File: src/rtl/ssc_pkg.sv
package ssc_pkg;

  typedef enum logic [1:0] {
    SRC_SOFT     = 2'b00,
    SRC_TIMER    = 2'b01,
    SRC_EXT_RISE = 2'b10,
    SRC_EXT_FALL = 2'b11
  } src_sel_e;

  function automatic logic f_is_ext(input logic [1:0] sel);
    return sel[1];
  endfunction

endpackage

File: src/rtl/ssc_sync.sv
module ssc_sync #(
  parameter int WIDTH  = 1,
  parameter int STAGES = 2
) (
  input  logic             clk,
  input  logic             rst_n,
  input  logic [WIDTH-1:0] d,
  output logic [WIDTH-1:0] q
);
  logic [WIDTH-1:0] st [STAGES];

  always_ff @(posedge clk or negedge rst_n) begin
    if (!rst_n) begin
      for (int i = 0; i < STAGES; i++) st[i] <= '0;
    end else begin
      st[0] <= d;
      for (int i = 1; i < STAGES; i++) st[i] <= st[i-1];
    end
  end

  assign q = st[STAGES-1];
endmodule

File: src/rtl/ssc_clk_sel.sv
module ssc_clk_sel
  import ssc_pkg::*;
(
  input  logic [1:0] sel,
  input  logic       strb,
  input  logic       tmatch,
  input  logic       ctog,
  input  logic       ext_rise,
  input  logic       ext_fall,
  output logic       shift_en,
  output logic       count_en,
  output logic       latch_upd,
  output logic       transparent
);
  logic pin_cnt;
  assign pin_cnt = strb ? ctog : (ext_rise | ext_fall);

  always_comb begin
    shift_en    = 1'b0;
    count_en    = 1'b0;
    latch_upd   = 1'b0;
    transparent = 1'b0;
    unique case (src_sel_e'(sel))
      SRC_SOFT: begin
        shift_en    = strb;
        count_en    = strb;
        transparent = 1'b1;
      end
      SRC_TIMER: begin
        shift_en    = tmatch;
        count_en    = tmatch;
        transparent = 1'b1;
      end
      SRC_EXT_RISE: begin
        shift_en  = ext_rise;
        count_en  = pin_cnt;
        latch_upd = ext_fall;
      end
      SRC_EXT_FALL: begin
        shift_en  = ext_fall;
        count_en  = pin_cnt;
        latch_upd = ext_rise;
      end
      default: ;
    endcase
  end

  // a shifting edge never also updates the latch
  always_comb begin
    a_r7_edges_disjoint: assert (!(shift_en && latch_upd && f_is_ext(sel)));
  end
endmodule

File: src/rtl/ssc_shift_reg.sv
module ssc_shift_reg #(
  parameter int DATA_W = 8
) (
  input  logic              clk,
  input  logic              rst_n,
  input  logic              shift_en,
  input  logic              din,
  input  logic              latch_upd,
  input  logic              transparent,
  output logic [DATA_W-1:0] data_q,
  output logic              sdo
);
  localparam int MSB = DATA_W - 1;

  function automatic logic [DATA_W-1:0] f_shl(input logic [DATA_W-1:0] v,
                                              input logic b);
    return {v[MSB-1:0], b};
  endfunction

  logic lat_q;

  always_ff @(posedge clk or negedge rst_n) begin
    if (!rst_n) begin
      data_q <= '0;
      lat_q  <= 1'b0;
    end else begin
      if (shift_en) data_q <= f_shl(data_q, din);
      if (transparent || latch_upd) lat_q <= data_q[MSB];
    end
  end

  assign sdo = transparent ? data_q[MSB] : lat_q;

  // a shift moves every bit one place up and brings din into bit 0
  a_r2_shift_left: assert property (@(posedge clk) disable iff (!rst_n)
    shift_en |=> (data_q[MSB:1] == $past(data_q[MSB-1:0])) && (data_q[0] == $past(din)));
  // no enable, no change
  a_r2_hold_data: assert property (@(posedge clk) disable iff (!rst_n)
    !shift_en |=> $stable(data_q));
endmodule

File: src/rtl/ssc_edge_counter.sv
module ssc_edge_counter #(
  parameter int CNT_W = 4
) (
  input  logic             clk,
  input  logic             rst_n,
  input  logic             count_en,
  input  logic             ovf_clr,
  output logic [CNT_W-1:0] cnt_q,
  output logic             ovf_q,
  output logic             wrap
);
  function automatic logic [CNT_W:0] f_inc(input logic [CNT_W-1:0] c);
    return {1'b0, c} + (CNT_W+1)'(1);
  endfunction

  logic [CNT_W:0] inc_res;
  assign inc_res = f_inc(cnt_q);
  assign wrap    = count_en & inc_res[CNT_W];

  always_ff @(posedge clk or negedge rst_n) begin
    if (!rst_n) begin
      cnt_q <= '0;
      ovf_q <= 1'b0;
    end else begin
      if (count_en) cnt_q <= inc_res[CNT_W-1:0];
      if (wrap)         ovf_q <= 1'b1;
      else if (ovf_clr) ovf_q <= 1'b0;
    end
  end

  // counting from all-ones lands on zero with the flag set
  a_r9_wrap_sets_flag: assert property (@(posedge clk) disable iff (!rst_n)
    (count_en && (cnt_q == '1)) |=> (ovf_q && (cnt_q == '0)));
  // the flag stays set until cleared
  a_r9_flag_sticky: assert property (@(posedge clk) disable iff (!rst_n)
    (ovf_q && !ovf_clr) |=> ovf_q);
  // the flag never rises without a wrap
  a_r9_no_spurious_set: assert property (@(posedge clk) disable iff (!rst_n)
    (!ovf_q && !wrap) |=> !ovf_q);
  // counter holds without an enable
  a_r2_hold_count: assert property (@(posedge clk) disable iff (!rst_n)
    !count_en |=> $stable(cnt_q));
endmodule

File: src/rtl/serial_shift_core.sv
module serial_shift_core
  import ssc_pkg::*;
#(
  parameter int DATA_W      = 8,
  parameter int CNT_W       = 4,
  parameter int SYNC_STAGES = 2
) (
  input  logic              clk,
  input  logic              rst_n,
  input  logic [1:0]        src_sel,
  input  logic              strb,
  input  logic              ctog,
  input  logic              tmatch,
  input  logic              ovf_clr,
  input  logic              sdi,
  input  logic              sck,
  output logic              sdo,
  output logic [DATA_W-1:0] data_o,
  output logic [CNT_W-1:0]  cnt_o,
  output logic              ovf_o
);
  localparam int PIN_W = 2;

  logic [PIN_W-1:0] pins_s;
  logic sck_s, sdi_s, sck_d;
  logic ext_rise, ext_fall;
  logic shift_en, count_en, latch_upd, transparent, wrap;

  ssc_sync #(.WIDTH(PIN_W), .STAGES(SYNC_STAGES)) u_sync (
    .clk(clk), .rst_n(rst_n), .d({sck, sdi}), .q(pins_s)
  );
  assign sck_s = pins_s[1];
  assign sdi_s = pins_s[0];

  always_ff @(posedge clk or negedge rst_n) begin
    if (!rst_n) sck_d <= 1'b0;
    else        sck_d <= sck_s;
  end

  assign ext_rise = sck_s & ~sck_d;
  assign ext_fall = ~sck_s & sck_d;

  ssc_clk_sel u_sel (
    .sel(src_sel), .strb(strb), .tmatch(tmatch), .ctog(ctog),
    .ext_rise(ext_rise), .ext_fall(ext_fall),
    .shift_en(shift_en), .count_en(count_en),
    .latch_upd(latch_upd), .transparent(transparent)
  );

  ssc_shift_reg #(.DATA_W(DATA_W)) u_shift (
    .clk(clk), .rst_n(rst_n), .shift_en(shift_en), .din(sdi_s),
    .latch_upd(latch_upd), .transparent(transparent),
    .data_q(data_o), .sdo(sdo)
  );

  ssc_edge_counter #(.CNT_W(CNT_W)) u_cnt (
    .clk(clk), .rst_n(rst_n), .count_en(count_en), .ovf_clr(ovf_clr),
    .cnt_q(cnt_o), .ovf_q(ovf_o), .wrap(wrap)
  );

  // soft mode with the strobe low leaves everything alone
  a_r2_soft_idle: assert property (@(posedge clk) disable iff (!rst_n)
    (src_sel == SRC_SOFT && !strb) |=> ($stable(data_o) && $stable(cnt_o)));
  // timer mode moves only on the compare pulse
  a_r3_timer_only: assert property (@(posedge clk) disable iff (!rst_n)
    (src_sel == SRC_TIMER && !tmatch) |=> ($stable(data_o) && $stable(cnt_o)));
  // with the strobe level high in external mode, only ctog counts
  a_r6_toggle_counts: assert property (@(posedge clk) disable iff (!rst_n)
    (f_is_ext(src_sel) && strb && !ctog) |=> $stable(cnt_o));
  // outside the opposite edge, the external-mode output holds
  a_r7_sdo_hold: assert property (@(posedge clk) disable iff (!rst_n)
    (f_is_ext(src_sel) && !latch_upd) |=> (!f_is_ext(src_sel) || $stable(sdo)));
  // shifting in external mode requires a synchronized pin edge
  a_r4_shift_on_edge: assert property (@(posedge clk) disable iff (!rst_n)
    (f_is_ext(src_sel) && !ext_rise && !ext_fall) |=> $stable(data_o));
  // a wrap is visible as the flag one cycle later
  a_r9_wrap_flag: assert property (@(posedge clk) disable iff (!rst_n)
    wrap |=> ovf_o);
endmodule

File: config.mk
export PLATFORM = sky130hd
export DESIGN_NAME = serial_shift_core
export DESIGN_NICKNAME = d
export VERILOG_FILES = /design/src/rtl/ssc_pkg.sv /design/src/rtl/ssc_sync.sv /design/src/rtl/ssc_clk_sel.sv /design/src/rtl/ssc_shift_reg.sv /design/src/rtl/ssc_edge_counter.sv /design/src/rtl/serial_shift_core.sv
export SDC_FILE = /design/constraint.sdc
export NUM_CORES = 1
export LEC_CHECK = 0
export BUFFER_PORTS_ARGS = -buffer_cell sky130_fd_sc_hd__buf_2
export CAP_MARGIN = 40
export CORE_MARGIN = 2
export CORE_UTILIZATION = 40
export CTS_CLUSTER_SIZE = 25
export DETAILED_ROUTE_END_ITERATION = 12
export PLACE_DENSITY = 0.69
export SLEW_MARGIN = 20
export SYNTH_ARGS = -nofsm -noshare
export SYNTH_HDL_FRONTEND = slang
export SYNTH_HIERARCHICAL = 1
export SYNTH_SLANG_ARGS = --single-unit
File: constraint.sdc
create_clock -name clk -period 4.6 [get_ports clk]
set_clock_uncertainty 0.05 [all_clocks]
set_input_delay 0.46 -clock clk [delete_from_list [all_inputs] [get_ports clk]]
set_output_delay 0.46 -clock clk [all_outputs]
set_load 0.03 [all_outputs]
==> results.sh, run 1 <==
export IMPL_min_period_over_period=0.3985
export IMPL_clockBufferDepth=2
export IMPL_p_sw_frac=0.4090
export IMPL_portBuffers=23
export IMPL_syn_avg_cell_area_sq_um=14.52
export IMPL_slowest_delay_ns=0.36
export IMPL_path_class="flop to flop"
export IMPL_setup_viol=0
export IMPL_antenna_found_initial=0
export IMPL_synth_flop_cell="dfrtp_1"
export IMPL_powerDensity_nw_per_um2=639.6
export IMPL_wl_per_cell_um=11.12
export IMPL_synth_area_sq_um=813.3
export IMPL_end_kind="flop"
export IMPL_crit_start="u_sync/q[1]"
export IMPL_slew_viol_final=0
export IMPL_yosys_warnings=6
export IMPL_synthCells=56
export IMPL_critPathBufInv=1
export IMPL_io_pins=24
export IMPL_worst_pin_slew_ns=0.5015
export IMPL_fin_util=0.5000
export IMPL_grt_overflow=0
export IMPL_grt_met3_usage=0.03067
export IMPL_p_int_mw=0.3670
export IMPL_synth_cell_types=22
export IMPL_grt_max_degree=20
export IMPL_holdCritPathClass="primary input to asynchronous set/reset pin"
export IMPL_maxSlewHeadroom=0.6657
export IMPL_ys_seq_area_frac=0.5846
export IMPL_via_count=487
export IMPL_grt_pass1_vias=500
export IMPL_avgViaCountPerCell=4.509
export IMPL_coreArea_sq_um=1942
export IMPL_synth_async_reset_ratio=1.000
export IMPL_yosysTopAreaCellShare=0.5846
export IMPL_synthTopCellsByArea="dfrtp_1 (58%), mux2_4 (15%), mux2_2 (4.2%)"
export IMPL_worst_slack_ns=2.767
export IMPL_min_period_ns=1.833
export IMPL_synth_seq_cells=19
export IMPL_dpl_hpwl_um=870.4
export IMPL_grt_usage=0.1173
export IMPL_drt_initial_drc_count=3
export IMPL_die_width_um=49.09
export IMPL_start_kind="flop"
export IMPL_place_ws_ns=2.771
export IMPL_r2r_cells=6
export IMPL_p_leak_nw=0.4973
export IMPL_hold_violations=0
export IMPL_reg2reg_from="u_sync/q[1]"
export IMPL_cts_htree_levels=1
export IMPL_critPathMaxFanout=6
export IMPL_synth_common_cells="dfrtp_1 (19), mux2_4 (8), inv_1 (3), mux2_2 (3)"
export IMPL_power_switching_mw=0.2540
export IMPL_clk_pin_slew_ns=0.11
export IMPL_insertion_delay_ns=0.29
export IMPL_synth_edff_count=0
export IMPL_post_cts_buffers=0
export IMPL_use_met2=0.1779
export IMPL_p_seq_frac=0.430
export IMPL_antennaDiodeCount=0
export IMPL_setup_tns_ns=0
export IMPL_wirelength_mm=1.201
export IMPL_cts_tree="done"
export IMPL_worstPathCellList="nor2b_1 > nor2b_1 > a211oi_1 > a21oi_1 > buf_4 > mux2_4"
export IMPL_num_rows=16
export IMPL_cp_endpoint="u_shift/data_q[0]"
export IMPL_path_common_cell="nor2b_1"
export IMPL_rsz0062_at_grt="no"
export IMPL_syn2layout_area_growth_pct=19.38
export IMPL_ir_drop_mv=0.3138
export IMPL_top_usage_layer="met2"
export IMPL_cts_resized_gates=0
export IMPL_grt_pass1_wl_mm=2.187
export IMPL_status="finished clean"
export IMPL_whs_ns=0.03284
export IMPL_pwr_share_clk=0.128
export IMPL_combPwrFrac=0.442
export IMPL_gp_congestion=0.6936
export IMPL_first_pass_iters=3
export IMPL_cp_arrival_ns=1.96
export IMPL_fin_nets=93
export IMPL_fmax_mhz=545.5
export IMPL_timing_rr_end="u_shift/data_q[0]"
export IMPL_cp_slowest_cell="dfrtp_1"
export IMPL_cts_hold_buf=0
export IMPL_drive_above_1_share=0.5185
export IMPL_critical_path_depth=6
export IMPL_r2r_setup_slack_ns=2.77
export IMPL_synth_most_common_cell="dfrtp_1"
export IMPL_drc_errors=0
export IMPL_numCtsBuffers=3
export IMPL_drv_cap=0
export IMPL_cts_root_buf="clkbuf_4"
export IMPL_crit_family="compound AO/OA/AOI/OAI gates"
export IMPL_die_h_um=49.09
export IMPL_initial_core_util=0.4188
export IMPL_syn_nets=67
export IMPL_crit_required_ns=4.72
export IMPL_die_area_sq_um=2410
export IMPL_synth_top_cell_by_area="dfrtp_1"
export IMPL_met1_usage=0.1613
export IMPL_ant_nets=0
export IMPL_clock_sinks=19
==> layer usage <==
metal | vias up | share of wire
li1 | 241 | -
met1 | 232 | 0.47
met2 | 14 | 0.47
met3 | 0 | 0.059
met4 | 0 | 0
met5 | - | 0
==> worst register-to-register path, stage by stage (launching register included) <==
cell	delay, ns
dfrtp_1	0.36
nor2b_1	0.20
nor2b_1	0.16
a211oi_1	0.05
a21oi_1	0.33
buf_4	0.25
mux2_4	0.31
==> stage by stage <==
step                power, mW  area [sq um]  cells
finish                 0.6210         970.9    108
global route           0.6621         970.9    108
CTS                    0.6284         970.9    108
detailed placement     0.5461         943.4    104
global placement       0.5396         935.9    103
floorplan              0.4691         813.3     56
==> worst min-delay path by stage <==
stage | startpoint | to | slack, ns | cells after the start
after CTS | rst_n | u_cnt/ovf_q | 0.04 | 1
after global placement | u_sync/st[3] | u_sync/q[1] | 0.29 | 0
after global routing | rst_n | u_cnt/ovf_q | 0.05 | 1
after detailed placement | u_sync/st[2] | u_sync/q[0] | 0.28 | 0
final | rst_n | u_cnt/ovf_q | 0.03 | 1
after floorplan | rst_n | sck_d | 0.11 | 0
==> layout make-up <==
cell class,instances,area (sq um)
Inverter,3,11.26
Multi-Input combinational cell,31,300.3
Timing Repair Buffer,24,122.6
Clock buffer,3,22.52
Fill cell,199,970.9
Tap cell,27,33.78
Sequential cell,19,475.5
Clock inverter,1,5.005
==> cell families after synthesis <==
| family | count (synthesis) | synth area share |
|---|---|---|
| flip-flops | 19 | 0.5846 |
| multiplexers | 13 | 0.2139 |
| AND/OR/NAND/NOR | 9 | 0.06769 |
| buffers and inverters | 6 | 0.04615 |
| AO/OA/AOI/OAI | 5 | 0.04000 |
| XOR/XNOR | 3 | 0.03231 |
| adder cells (fa/ha/maj) | 1 | 0.01538 |
==> flip-flops by register name, summed over array words and instances (netlist names) <==
signal and flops:
u_shift/data_q 8, u_sync/st 2, u_shift/lat_q 1, sck_d 1, u_cnt/ovf_q 1, u_cnt/cnt_q 4, u_sync/q 2
==> power by group through the flow <==
stage / logic, mW / clock network, mW / registers [mW]
2_1_floorplan: 0.106 / 0 / 0.363
3_3_place_gp: 0.270 / 0 / 0.269
3_5_place_dp: 0.275 / 0 / 0.271
4_1_cts: 0.277 / 0.0836 / 0.268
5_1_grt: 0.292 / 0.0903 / 0.280
6_report: 0.274 / 0.0797 / 0.267
==> layout by cell type (no fill, tap or decap) <==
cell type,netlist,layout
mux2_4,8,8
inv_1,3,3
clkbuf_4,0,3
xor2_1,1,1
xnor2_1,2,2
o22ai_1,1,1
a21o_2,1,1
nand4_1,1,1
buf_4,2,1
a211oi_1,1,1
clkinv_2,0,1
nand2_1,1,1
a21oi_1,1,1
o21ai_0,1,1
ha_1,1,1
mux2_2,3,3
mux2i_1,2,2
dfrtp_1,19,19
nor3_1,1,1
and2b_2,1,1
nor2_1,2,2
and4_4,1,1
nor2b_1,2,2
buf_2,0,23
Power figures use the tool's default switching activity.
==> run 2, diff against run 1 <==
--- a/config.mk
+++ b/config.mk
@@ -5,6 +5,7 @@
 export SDC_FILE = /design/constraint.sdc
 export NUM_CORES = 1
 export LEC_CHECK = 0
+export ABC_AREA = 1
 export BUFFER_PORTS_ARGS = -buffer_cell sky130_fd_sc_hd__buf_2
 export CAP_MARGIN = 40
 export CORE_MARGIN = 2
==> constraint.sdc (replaced) <==
create_clock -name clk -period 1.8 [get_ports clk]
set_clock_uncertainty 0.05 [all_clocks]
set_input_delay 0.18 -clock clk [delete_from_list [all_inputs] [get_ports clk]]
set_output_delay 0.18 -clock clk [all_outputs]
set_load 0.03 [all_outputs]
==> results.sh, run 2 <==
export IMPL_min_period_ns=1.467
export IMPL_gp_congestion=0.7569
export IMPL_wirelength_mm=1.378
export IMPL_insertion_delay_ns=0.29
export IMPL_num_fill_cells=198
export IMPL_drc_errors=0
export IMPL_io_pins=24
export IMPL_hold_violations=0
export IMPL_antennaDiodeCount=0
export IMPL_rsz0062_at_grt="no"
export IMPL_wl_per_cell_um=9.374
export IMPL_cts_tree="done"
export IMPL_clock_sinks=19
export IMPL_grt_usage=0.1341
export IMPL_hold_path_cell_count=4
export IMPL_end_kind="flop"
export IMPL_drt_initial_drc_count=4
export IMPL_syn_avg_cell_area_sq_um=8.772
export IMPL_status="finished clean"
export IMPL_cts_root_buf="clkbuf_4"
export IMPL_crit_required_ns=1.91
export IMPL_top_regs="u_shift/data_q x8, u_cnt/cnt_q x4"
export IMPL_setup_tns_ns=0
export IMPL_top_register="u_shift/data_q"
export IMPL_setup_viol=0
export IMPL_numCtsBuffers=3
export IMPL_placed_cell_area_sq_um=938.4
export IMPL_start_kind="flop"
export IMPL_grt_overflow=0
export IMPL_design_area_sq_um=996.0
export IMPL_syn_nets=104
export IMPL_via_count=627
export IMPL_critPathMaxFanout=16
export IMPL_final_common_cell="buf_2"
export IMPL_slew_viol_final=0
export IMPL_initial_core_util=0.4201
export IMPL_largest_register_ffs=8
export IMPL_place_inst=140
export IMPL_syn2layout_area_growth_pct=22.09
export IMPL_die_area_sq_um=2417
export IMPL_worst_slack_ns=0.3332
export IMPL_r2r_setup_slack_ns=0.33
export IMPL_min_from="ovf_clr"
export IMPL_layout_common_cells="buf_2 (23), nand2_1 (22), dfrtp_1 (19)"
export IMPL_holdPathEnd="u_cnt/ovf_q"
export IMPL_die_width_um=49.16
export IMPL_reg2reg_from="u_sync/q[1]"
export IMPL_ant_nets=0
export IMPL_maxSlewHeadroom=0.7268
export IMPL_cp_arrival_ns=1.57
export IMPL_path_class="flop to flop"
export IMPL_clk_pin_slew_ns=0.10
export IMPL_antenna_found_initial=0
export IMPL_dpl_hpwl_um=981.1
export IMPL_powerDensity_nw_per_um2=1336
export IMPL_num_rows=16
export IMPL_worst_pin_slew_ns=0.4088
export IMPL_fmax_mhz=681.8
export IMPL_p_leak_nw=0.5467
export IMPL_drv_cap=0
export IMPL_grt_max_degree=20
export IMPL_ir_drop_mv=0.7722
export IMPL_place_ws_ns=0.3438
export IMPL_die_h_um=49.16
export IMPL_drive_above_1_share=0.2417
export IMPL_synthCells=93
export IMPL_holdCritPathClass="primary input to flop"
export IMPL_timing_rr_end="u_shift/data_q[5]"
export IMPL_yosys_warnings=6
export IMPL_post_cts_buffers=0
export IMPL_r2r_cells=6
export IMPL_portBuffers=23
export IMPL_finalNonFillerCells=147
export IMPL_grt_pass1_wl_mm=2.525
export IMPL_fin_nets=132
export IMPL_first_pass_iters=3
export IMPL_min_period_over_period=0.8149
export IMPL_p_total_mw=1.330
export IMPL_grt_pass1_vias=632
export IMPL_coreArea_sq_um=1942
export IMPL_avgViaCountPerCell=4.265
export IMPL_clockBufferDepth=2
export IMPL_synth_area_sq_um=815.8
export IMPL_cts_htree_levels=1
## run 2: cell type report
class                   count  area, sq um  area share
multi-input cells          54        250.2      0.2513
clock inverters             1        5.005    0.005025
clock buffers               3        22.52     0.02261
inverters                  17        63.81     0.06407
well taps                  27        33.78     0.03392
repair buffers             26        145.1      0.1457
flip-flops and latches     19        475.5      0.4774
## run 2: how the worst max path moves through the flow
stage | start | to | slack (ns) | depth (start not counted)
2_1_floorplan | u_shift/data_q[7] | sdo | 0.47 | 2
3_3_place_gp | u_sync/q[1] | u_shift/data_q[1] | 0.42 | 6
3_5_place_dp | sck_d | u_shift/data_q[1] | 0.34 | 6
4_1_cts | u_sync/q[1] | u_shift/data_q[5] | 0.32 | 6
5_1_grt | u_sync/q[1] | u_shift/data_q[4] | 0.10 | 7
6_report | u_sync/q[1] | u_shift/data_q[5] | 0.33 | 6
## run 2: critical path: stages, from the launching register on
cell	delay [ns]
dfrtp_1	0.40
nor2_1	0.18
nand3_1	0.11
nand2_1	0.08
inv_1	0.04
nand2_1	0.31
o21ai_0	0.17
## run 2: timing repair
| item | 4_1_cts | 5_1_grt |
|---|---|---|
| hold buffers | 3 | 0 |
| hold endpoints to repair | 21 | 0 |
| resized for setup | 0 | 0 |
## run 2: metal layers
metal  GRT usage  share of wire  up-vias
met2      0.2185           0.45       15
met4     0.08095         0.0044        0
met5           0              0        -
met3     0.02147          0.042        2
li1            -              -      335
met1      0.1667           0.51      275
## run 2: metrics by stage
stage | hold slack [ns] | utilization
floorplan | -0.1656 | -
global placement | 0.08683 | 0.4832
detailed placement | 0.09135 | 0.4832
CTS | 0.06111 | 0.5129
global route | 0.09595 | 0.5129
finish | 0.06463 | 0.5129
## run 2: power by group
part / switching [mW] / leakage, nW / internal, mW / total [mW]
Sequential: 0.0770 / 0.228 / 0.533 / 0.610
Clock: 0.124 / 0.0177 / 0.0826 / 0.206
Combinational: 0.360 / 0.302 / 0.154 / 0.514
Total: 0.561 / 0.547 / 0.769 / 1.33
==> run 3, diff against run 2 <==
--- a/config.mk
+++ b/config.mk
@@ -12,7 +12,7 @@
 export CORE_UTILIZATION = 40
 export CTS_CLUSTER_SIZE = 25
 export DETAILED_ROUTE_END_ITERATION = 12
-export PLACE_DENSITY = 0.69
+export PLACE_DENSITY = 0.72
 export SLEW_MARGIN = 20
 export SYNTH_ARGS = -nofsm -noshare
 export SYNTH_HDL_FRONTEND = slang
==> constraint.sdc (replaced) <==
create_clock -name clk -period 1.3 [get_ports clk]
set_clock_uncertainty 0.05 [all_clocks]
set_input_delay 0.13 -clock clk [delete_from_list [all_inputs] [get_ports clk]]
set_output_delay 0.13 -clock clk [all_outputs]
set_load 0.03 [all_outputs]
==> results.sh, run 3 (synthesized netlist as in run 2, its figures left out) <==
export IMPL_maxSlewHeadroom=0.7322
export IMPL_fin_util=0.5329
export IMPL_syn2layout_area_growth_pct=26.84
export IMPL_drive_above_1_share=0.3223
export IMPL_insertion_delay_ns=0.28
export IMPL_cts_htree_levels=1
export IMPL_min_from="ovf_clr"
export IMPL_grt_max_degree=20
export IMPL_gp_congestion=0.7209
export IMPL_place_inst=140
export IMPL_die_h_um=49.16
export IMPL_drc_errors=0
export IMPL_die_width_um=49.16
export IMPL_drt_met1_wl_um=686
export IMPL_wirelength_mm=1.381
export IMPL_final_common_cell="buf_2"
export IMPL_reg2reg_from="u_sync/q[1]"
export IMPL_crit_start="u_sync/q[1]"
export IMPL_p_leak_nw=0.5541
export IMPL_setup_viol=0
export IMPL_top_register="u_shift/data_q"
export IMPL_holdCritPathClass="primary input to flop"
export IMPL_design_area_sq_um=1035
export IMPL_grt_usage=0.1151
export IMPL_ant_nets=0
export IMPL_avgViaCountPerCell=4.419
export IMPL_layout_common_cells="buf_2 (22), dfrtp_1 (19), nand2_1 (17)"
export IMPL_clk_pin_slew_ns=0.10
export IMPL_crit_required_ns=1.43
export IMPL_regArea_sq_um=475.5
export IMPL_cp_arrival_ns=1.38
export IMPL_post_cts_buffers=0
export IMPL_drt_initial_drc_count=10
export IMPL_ir_drop_mv=0.8578
export IMPL_cp_endpoint="u_cnt/cnt_q[2]"
export IMPL_coreArea_sq_um=1942
export IMPL_whs_ns=0.02169
export IMPL_powerDensity_nw_per_um2=1826
export IMPL_path_class="flop to flop"
export IMPL_clockBufferDepth=2
export IMPL_routed_top_layer="met4"
export IMPL_timing_rr_end="u_cnt/cnt_q[2]"
export IMPL_rsz0062_at_grt="yes"
export IMPL_end_kind="flop"
export IMPL_min_period_over_period=0.9603
export IMPL_min_period_ns=1.248
export IMPL_r2r_setup_slack_ns=0.05
export IMPL_antennaDiodeCount=0
export IMPL_io_pins=24
export IMPL_status="finished clean"
export IMPL_cts_root_buf="clkbuf_4"
export IMPL_routed_wl_met2_um=622
export IMPL_start_kind="flop"
export IMPL_fmax_mhz=801.0
export IMPL_antenna_found_initial=0
export IMPL_num_fill_cells=187
export IMPL_hold_violations=0
export IMPL_die_area_sq_um=2417
export IMPL_placed_cell_area_sq_um=943.4
export IMPL_numCtsBuffers=3
export IMPL_portBuffers=23
export IMPL_grt_pass1_wl_mm=2.187
export IMPL_drv_cap=0
export IMPL_critPathMaxFanout=6
export IMPL_via_count=654
export IMPL_finalNonFillerCells=148
export IMPL_dpl_hpwl_um=943.4
export IMPL_routed_wl_met3_um=59
export IMPL_grt_pass1_vias=541
export IMPL_worst_pin_slew_ns=0.4017
export IMPL_first_pass_iters=4
export IMPL_grt_overflow=0
export IMPL_slew_viol_final=0
export IMPL_cts_tree="done"
export IMPL_top_regs="u_shift/data_q x8, u_cnt/cnt_q x4"
export IMPL_multi_input_area_sq_um=287.8
export IMPL_hold_path_cell_count=4
export IMPL_clock_sinks=19
export IMPL_largest_register_ffs=8
export IMPL_fin_nets=133
export IMPL_num_rows=16
export IMPL_r2r_cells=8
export IMPL_wl_per_cell_um=9.331
export IMPL_initial_core_util=0.4201
==> run 3: changes by cell type in the layout (fill, tap and decap cells not counted), moves of 2 or more <==
cell     delta
inv_1       -2
nand2_1     -5
nand2_4     +2
nand2_2     +4
nor2_1      -2
inv_2       +2
nor2_2      +2
==> run 3: layer usage <==
metal,global-route usage,up-vias
li1,-,341
met1,0.1546,300
met2,0.1757,11
met3,0.02454,2
met4,0.05714,0
met5,0,-
==> run 3: how the worst min path moves through the flow <==
stage | end | slack, ns
finish | u_cnt/ovf_q | 0.02
global route | u_cnt/ovf_q | 0.06
detailed placement | u_cnt/cnt_q[3] | 0.04
floorplan | sck_d | -0.22
CTS | u_cnt/ovf_q | 0.02
global placement | u_cnt/cnt_q[0] | 0.03
==> run 3: cell type report <==
| class | instances | share of cell area |
|---|---|---|
| inverters | 17 | 0.06167 |
| well taps | 27 | 0.03265 |
| repair buffers | 26 | 0.1427 |
| multi-input cells | 55 | 0.2781 |
| flip-flops and latches | 19 | 0.4595 |
| clock buffers | 4 | 0.02539 |
==> run 3: power by group <==
part	internal, mW	switching, mW	total (mW)	leakage (nW)
registers	0.738	0.116	0.854	0.228
logic	0.232	0.522	0.754	0.312
clock network	0.119	0.163	0.282	0.0150
total	1.09	0.801	1.89	0.554
==> run 3: stage by stage <==
| step | setup WS [ns] | power [mW] | TNS (ns) |
|---|---|---|---|
| floorplan | 0.01541 | 1.361 | 0 |
| global route | -0.04442 | 2.010 | -0.06900 |
| detailed placement | 0.01017 | 1.571 | 0 |
| CTS | -0.0004839 | 1.864 | -0.0004839 |
| finish | 0.05163 | 1.890 | 0 |
| global placement | 0.04543 | 1.555 | 0 |
==> run 3: critical path, stage by stage, from the launching register on <==
cell and delay (ns):
dfrtp_1 0.41, nor2_2 0.16, nor2_1 0.06, nand2_1 0.07, nand2_2 0.06, nand2_4 0.09, nand2_2 0.06, xor2_1 0.13
inv_1 0.05
==> run 3: what timing repair did <==
action	4_1_cts	5_1_grt
gates cloned	0	1
endpoints found under the setup margin	4	12
endpoints found under the hold margin	21	0
hold buffers	3	0
pin swaps	0	3
gates resized for setup	1	11
